`src/rtl/bp_pkg.sv`:
```
package bp_pkg;

    // Action applied to one table slot by a resolved branch.
    typedef enum logic [1:0] {
        ACT_IDLE  = 2'd0,
        ACT_INC   = 2'd1,
        ACT_DEC   = 2'd2,
        ACT_ALLOC = 2'd3
    } bp_action_e;

endpackage

```
`src/rtl/bp_update_ctl.sv`:
```
module bp_update_ctl
    import bp_pkg::*;
#(
    parameter bit ALLOC_EN = 1'b1
) (
    input  logic       upd_valid,
    input  logic       upd_hit,
    input  logic       upd_taken,
    output bp_action_e action
);

    always_comb begin
        action = ACT_IDLE;
        unique case ({upd_valid, upd_hit, upd_taken})
            3'b111:  action = ACT_INC;
            3'b110:  action = ACT_DEC;
            3'b101:  action = ALLOC_EN ? ACT_ALLOC : ACT_INC;
            3'b100:  action = ACT_DEC;
            default: action = ACT_IDLE;
        endcase
    end

endmodule

```
`src/rtl/bp_counter_table.sv`:
```
module bp_counter_table
    import bp_pkg::*;
#(
    parameter int ENTRIES = 64,
    parameter int CTR_W   = 2,
    localparam int IDX_W  = $clog2(ENTRIES)
) (
    input  logic             clk,
    input  logic             rst,
    input  logic [IDX_W-1:0] rd_idx,
    output logic [CTR_W-1:0] rd_ctr,
    input  logic [IDX_W-1:0] upd_idx,
    output logic [CTR_W-1:0] upd_ctr,
    input  bp_action_e       action
);

    localparam logic [CTR_W-1:0] CTR_MAX  = {CTR_W{1'b1}};
    localparam logic [CTR_W-1:0] CTR_ZERO = '0;
    localparam logic [CTR_W-1:0] WEAK_T   = CTR_W'(1) << (CTR_W - 1);
    localparam logic [CTR_W-1:0] WEAK_NT  = WEAK_T - CTR_W'(1);

    logic [CTR_W-1:0] ctr_q [ENTRIES];
    logic [CTR_W-1:0] ctr_next;

    assign rd_ctr  = ctr_q[rd_idx];
    assign upd_ctr = ctr_q[upd_idx];

    always_comb begin
        ctr_next = upd_ctr;
        unique case (action)
            ACT_INC:   ctr_next = (upd_ctr == CTR_MAX)  ? upd_ctr : upd_ctr + CTR_W'(1);
            ACT_DEC:   ctr_next = (upd_ctr == CTR_ZERO) ? upd_ctr : upd_ctr - CTR_W'(1);
            ACT_ALLOC: ctr_next = WEAK_T;
            ACT_IDLE:  ctr_next = upd_ctr;
            default:   ctr_next = upd_ctr;
        endcase
    end

    always_ff @(posedge clk) begin
        if (rst) begin
            for (int i = 0; i < ENTRIES; i++) begin
                ctr_q[i] <= WEAK_NT;
            end
        end else if (action != ACT_IDLE) begin
            ctr_q[upd_idx] <= ctr_next;
        end
    end

endmodule

```
`src/rtl/bp_target_store.sv`:
```
module bp_target_store #(
    parameter int ENTRIES = 64,
    parameter int PC_W    = 32,
    parameter bit PRESENT = 1'b1,
    localparam int IDX_W  = $clog2(ENTRIES),
    localparam int TAG_W  = PC_W - IDX_W - 2
) (
    input  logic             clk,
    input  logic             rst,
    input  logic [IDX_W-1:0] rd_idx,
    input  logic [TAG_W-1:0] rd_tag,
    output logic             rd_hit,
    output logic [PC_W-1:0]  rd_target,
    input  logic [IDX_W-1:0] upd_idx,
    input  logic [TAG_W-1:0] upd_tag,
    output logic             upd_hit,
    input  logic             wr_en,
    input  logic [PC_W-1:0]  wr_target
);

    generate
        if (PRESENT) begin : g_store
            logic             valid_q  [ENTRIES];
            logic [TAG_W-1:0] tag_q    [ENTRIES];
            logic [PC_W-1:0]  target_q [ENTRIES];

            assign rd_hit    = valid_q[rd_idx] && (tag_q[rd_idx] == rd_tag);
            assign rd_target = target_q[rd_idx];
            assign upd_hit   = valid_q[upd_idx] && (tag_q[upd_idx] == upd_tag);

            always_ff @(posedge clk) begin
                if (rst) begin
                    for (int i = 0; i < ENTRIES; i++) begin
                        valid_q[i] <= 1'b0;
                    end
                end else if (wr_en) begin
                    valid_q[upd_idx] <= 1'b1;
                end
            end

            always_ff @(posedge clk) begin
                if (!rst && wr_en) begin
                    tag_q[upd_idx]    <= upd_tag;
                    target_q[upd_idx] <= wr_target;
                end
            end
        end else begin : g_none
            logic unused_store;
            assign unused_store = ^{clk, rst, rd_idx, rd_tag, upd_idx, upd_tag, wr_en, wr_target};
            assign rd_hit    = 1'b0;
            assign rd_target = '0;
            assign upd_hit   = 1'b0;
        end
    endgenerate

endmodule

```
`src/rtl/bp_next_sel.sv`:
```
module bp_next_sel #(
    parameter int PC_W = 32
) (
    input  logic            hit,
    input  logic            taken,
    input  logic [PC_W-1:0] pc,
    input  logic [PC_W-1:0] target,
    output logic [PC_W-1:0] next_pc
);

    logic [PC_W-1:0] fall_through;

    assign fall_through = pc + PC_W'(4);

    always_comb begin
        unique case ({hit, taken})
            2'b11:   next_pc = target;
            default: next_pc = fall_through;
        endcase
    end

endmodule

```
`src/rtl/bimodal_btb_predictor.sv`:
```
module bimodal_btb_predictor
    import bp_pkg::*;
#(
    parameter int PC_W    = 32,
    parameter int ENTRIES = 64,
    parameter int CTR_W   = 2,
    parameter bit HAS_BTB = 1'b1
) (
    input  logic            clk,
    input  logic            rst,
    input  logic [PC_W-1:0] fetch_pc,
    output logic            pred_hit,
    output logic            pred_taken,
    output logic [PC_W-1:0] pred_next_pc,
    input  logic            upd_valid,
    input  logic [PC_W-1:0] upd_pc,
    input  logic            upd_taken,
    input  logic [PC_W-1:0] upd_target
);

    localparam int IDX_W = $clog2(ENTRIES);
    localparam int TAG_W = PC_W - IDX_W - 2;
    localparam logic [CTR_W-1:0] TAKEN_MIN = CTR_W'(1) << (CTR_W - 1);

    logic [IDX_W-1:0] fetch_idx;
    logic [TAG_W-1:0] fetch_tag;
    logic [IDX_W-1:0] upd_idx;
    logic [TAG_W-1:0] upd_tag;
    logic [CTR_W-1:0] fetch_ctr;
    logic [CTR_W-1:0] upd_ctr;
    logic [PC_W-1:0]  target_rd;
    logic             upd_hit;
    logic             tgt_wr;
    bp_action_e       action;
    logic             unused_low;

    assign fetch_idx  = fetch_pc[IDX_W+1:2];
    assign fetch_tag  = fetch_pc[PC_W-1:IDX_W+2];
    assign upd_idx    = upd_pc[IDX_W+1:2];
    assign upd_tag    = upd_pc[PC_W-1:IDX_W+2];
    assign unused_low = ^upd_pc[1:0];

    assign pred_taken = (fetch_ctr >= TAKEN_MIN);
    assign tgt_wr     = upd_valid && upd_taken;

    bp_update_ctl #(
        .ALLOC_EN (HAS_BTB)
    ) u_ctl (
        .upd_valid (upd_valid),
        .upd_hit   (upd_hit),
        .upd_taken (upd_taken),
        .action    (action)
    );

    bp_counter_table #(
        .ENTRIES (ENTRIES),
        .CTR_W   (CTR_W)
    ) u_ctrs (
        .clk     (clk),
        .rst     (rst),
        .rd_idx  (fetch_idx),
        .rd_ctr  (fetch_ctr),
        .upd_idx (upd_idx),
        .upd_ctr (upd_ctr),
        .action  (action)
    );

    bp_target_store #(
        .ENTRIES (ENTRIES),
        .PC_W    (PC_W),
        .PRESENT (HAS_BTB)
    ) u_store (
        .clk       (clk),
        .rst       (rst),
        .rd_idx    (fetch_idx),
        .rd_tag    (fetch_tag),
        .rd_hit    (pred_hit),
        .rd_target (target_rd),
        .upd_idx   (upd_idx),
        .upd_tag   (upd_tag),
        .upd_hit   (upd_hit),
        .wr_en     (tgt_wr),
        .wr_target (upd_target)
    );

    bp_next_sel #(
        .PC_W (PC_W)
    ) u_sel (
        .hit     (pred_hit),
        .taken   (pred_taken),
        .pc      (fetch_pc),
        .target  (target_rd),
        .next_pc (pred_next_pc)
    );

endmodule

```
`config.mk`:
```
export PLATFORM = sky130hd
export DESIGN_NAME = bimodal_btb_predictor
export DESIGN_NICKNAME = d
export VERILOG_FILES = /design/src/rtl/bp_pkg.sv /design/src/rtl/bp_update_ctl.sv /design/src/rtl/bp_counter_table.sv /design/src/rtl/bp_target_store.sv /design/src/rtl/bp_next_sel.sv /design/src/rtl/bimodal_btb_predictor.sv
export SDC_FILE = /design/constraint.sdc
export NUM_CORES = 2
export LEC_CHECK = 0
export BUFFER_PORTS_ARGS = -buffer_cell sky130_fd_sc_hd__buf_2
export CORE_MARGIN = 3
export CORE_UTILIZATION = 26
export CTS_CLUSTER_DIAMETER = 30
export DETAILED_ROUTE_END_ITERATION = 16
export PLACE_DENSITY = 0.4
export SETUP_SLACK_MARGIN = 0.15
export SYNTH_ARGS = -nofsm -noshare
export SYNTH_HDL_FRONTEND = slang
export SYNTH_SLANG_ARGS = --single-unit
export TNS_END_PERCENT = 5
```
`constraint.sdc`:
```
create_clock -name clk -period 4.5 [get_ports clk]
set_input_delay 0.225 -clock clk [delete_from_list [all_inputs] [get_ports clk]]
set_output_delay 0.225 -clock clk [all_outputs]
set_load 0.03 [all_outputs]
```
==> metrics.csv <==
stage,metric,value,unit
logic_synthesis,Post-Syn Nets,7986,
clock_network,"Clk pin slew, worst setup/hold paths",0.04,ns
finish,layout cells sized above 1,40.9,%
logic_synthesis,"Cell Area, Synth",162000,sq um
clock_network,Clock Latency Late Sink,1.17,ns
logic_synthesis,"EDFF count, synth",3712,
route,DRT Pass-1 Iters,7,
pwr,Pwr Density,531,nW/um^2
sta,min Tclk post-route,5.21,ns
place,Placer Congestion,0.857,
floorplanning,DIE AREA,631000,sq um
floorplanning,# rows,288,
critical_path,Worst setup SP type,flop,
place,Placed Instances,16689,
global_route,vias in the first global route,99404,
flow_run,max cap viols,0,
finish,"commonest non-fill, non-tap cell in the layout",edfxtp_1,
logic_synthesis,Yosys cell types,95,
floorplanning,starting density of the core,26.2,%
logic_synthesis,top cell type's share of synthesized area,69.0,%
logic_synthesis,register area share after synthesis,69.8,%
route,drc violations,0,
finish,"commonest cells after routing, fill and taps aside","edfxtp_1, mux4_2, clkbuf_16",
sta,final max-slew violation count,0,
clock_network,Num CTS Buffers,924,
floorplanning,core area,617000,sq um
clock_network,CTS HTree Levels,6,
global_route,initial antenna violation count,69,
finish,fin nets,9516,
critical_path,data required time of the worst path,4.28,ns
floorplanning,Chip Height,794,microns
global_route,first-pass GRT wire length,927000,microns
route,vias per cell,5.23,
pwr,worst vdd ir,0.000424,V
critical_path,Worst setup EP type,primary output,
status,status,"finished, violations left",
global_route,all-layer global routing usage,21.5,%
place,final HPWL from detailed placement,445000,microns
clock_network,CTS tree,built,
hold_path,Hold Path Depth,2,
global_route,largest net degree at the start of global routing,92,
sta,fmax,192,MHz
logic_synthesis,syn avg cell area,20.5,sq um
sta,max_slew headroom,7.79,%
floorplanning,Die W,794,microns
critical_path,Reg2Reg Depth,13,
route,Routed WL,699000,microns
route,drt initial violations,11698,
route,DR WL/cell,37.7,microns
sta,Slew @ Worst Pin,1.37,ns
clock_network,clk sink count,3776,
logic_synthesis,prevailing post-synth register cell,edfxtp_1,
logic_synthesis,Post-Synthesis Cells,7885,
floorplanning,I/O pin cnt,134,
sta,fin crit share,116,%
status,violated checks,negative setup slack,
finish,final core occ,35.1,%
critical_path,crit-path max FO,7,
sta,RSZ-0062 raised after global routing,true,
clock_network,Root Driver,clkbuf_16,
sta,"Worst Setup Slack, final",-0.713,ns
logic_synthesis,Synth area leaders,"edfxtp_1, mux4_2, mux2i_1",
sta,final setup violation count,33,
logic_synthesis,fraction of registers with async set/reset,0,%
logic_synthesis,"FF+latch count, synth",3776,
route,Vias,96861,
finish,area grow syn2layout,33.9,%
sta,clock skew,0.102,ns
logic_synthesis,Syn. warnings,0,
route,ANT nets after route,0,
global_route,remaining global-route overflow,0,
pwr,Static Leak,0.0722,uW
finish,post-route insts no fill,18522,
critical_path,critical path arrival,4.99,ns
place,count of input and output buffers,131,
hold_path,path category of the worst min-delay check,in -> reg,
critical_path,worst setup path class,reg -> out,
logic_synthesis,cell accounting for the most synthesized area,edfxtp_1,
sta,Hold Fails Final Rpt,0,
clock_network,largest buffer count on any clock path,4,
[repair_timing]
action / CTS / global route
hold buffers: 61 / 0
setup buffers: 1 / 2
endpoints found under the hold margin: 3658 / 0
resized for setup: 80 / 12
cloned: 0 / 1
endpoints found under the setup margin: 33 / 33
pin swaps: 3 / 5
[report_power, final]
group          switching [uW]  internal, uW
clock network           21900         47800
registers                46.8         38900
logic                    3810          2390
total                   25800         89000
[metal layers]
metal	vias up	wire length, microns	GRT usage, %
met4	16	28600	8.03
met5	-	99	0
met1	53533	292000	29.1
met2	4908	328000	34.5
li1	37286	-	-
met3	1118	49700	3.98
[registers in the layout, indices dropped and copies added, names as in the netlist]
name,count
u_store.g_store.tag_q,1536
u_store.g_store.target_q,2048
u_store.g_store.valid_q,64
u_ctrs.ctr_q,128
[cell families after synthesis]
family | Yosys count | synth area share [%]
AO/OA/AOI/OAI | 825 | 3.48
XOR/XNOR | 71 | 0.385
adder cells (fa/ha/maj) | 1 | 0.00774
buffers and inverters | 586 | 1.98
flip-flops | 3776 | 69.8
multiplexers | 1839 | 21.9
AND/OR/NAND/NOR | 787 | 2.47
[per-stage QoR]
step	area, sq um	power, uW	setup WS [ns]	TNS [ns]	hold slack (ns)
floorplan	162000	42500	0.693	0	0.324
finish	216000	115000	-0.713	-22.44	0.137
CTS	216000	116000	-0.770	-23.90	0.0601
global route	216000	118000	-0.802	-25.52	0.121
global placement	182000	45600	-0.624	-59.71	0.455
detailed placement	182000	45600	-0.540	-42.81	0.465
[path summary, 6_finish.rpt]
| kind | from | to | slack [ns] |
|---|---|---|---|
| setup / recovery | u_store.g_store.tag_q[52][9] | pred_next_pc[15] | -0.71 |
| hold / removal | upd_pc[31] | u_store.g_store.tag_q[51][23] | 0.14 |
| setup reg to reg | u_store.g_store.tag_q[26][19] | u_ctrs.ctr_q[19][0] | 0.32 |
| hold reg to reg | u_store.g_store.valid_q[30] | u_store.g_store.valid_q[30] | 0.48 |
[critical path, stage by stage (launching register included)]
cell and delay (ns):
edfxtp_1 0.40, mux4_2 0.47, mux2_2 0.29, a221o_1 0.35
a22oi_2 0.57, buf_6 0.23, xnor2_2 0.08, nor3_2 0.13
and4_4 0.26, nand4_4 0.16, buf_12 0.25, clkbuf_16 0.19
mux2_4 0.31, buf_6 0.14
[synth_stat cells (8+ instances only)]
master     number
xnor2_1        45
nand2b_1        8
o21ai_0       108
edfxtp_1     3712
and2_1         78
buf_6          63
nor4_1         12
a31oi_1        25
nand3_1        71
buf_1          51
a221oi_1       40
nand4_1        31
a21oi_2        10
o22ai_1        42
inv_1           8
o21ai_1        64
and3_1         40
a21o_1         70
mux4_2       1345
a32oi_1        11
buf_4          74
o221ai_1       13
a21oi_1       127
nor2_1        123
or3_1          10
and4_1         12
mux2i_1       434
nand2_1       250
clkbuf_1      212
mux2_4         29
xor2_1         26
buf_2         171
dfxtp_1        64
a22o_1         27
a211oi_1       17
o211ai_1        8
mux2_2         29
nor3_1         78
a2111oi_0      16
nor2b_1        27
a22oi_1       184
[area by class of cell]
cell class                 instances  area [sq um]
clock buffer                    1024         23600
timing repair buffer            1178         13900
antenna                           23          57.6
tap                             8265         10300
multi-input combinational       3523         46100
clock inverter                   721          9550
sequential                      3776        113000
inverter                          12          65.1
fill                           57479        401000
(Power assumes the default switching activity.)
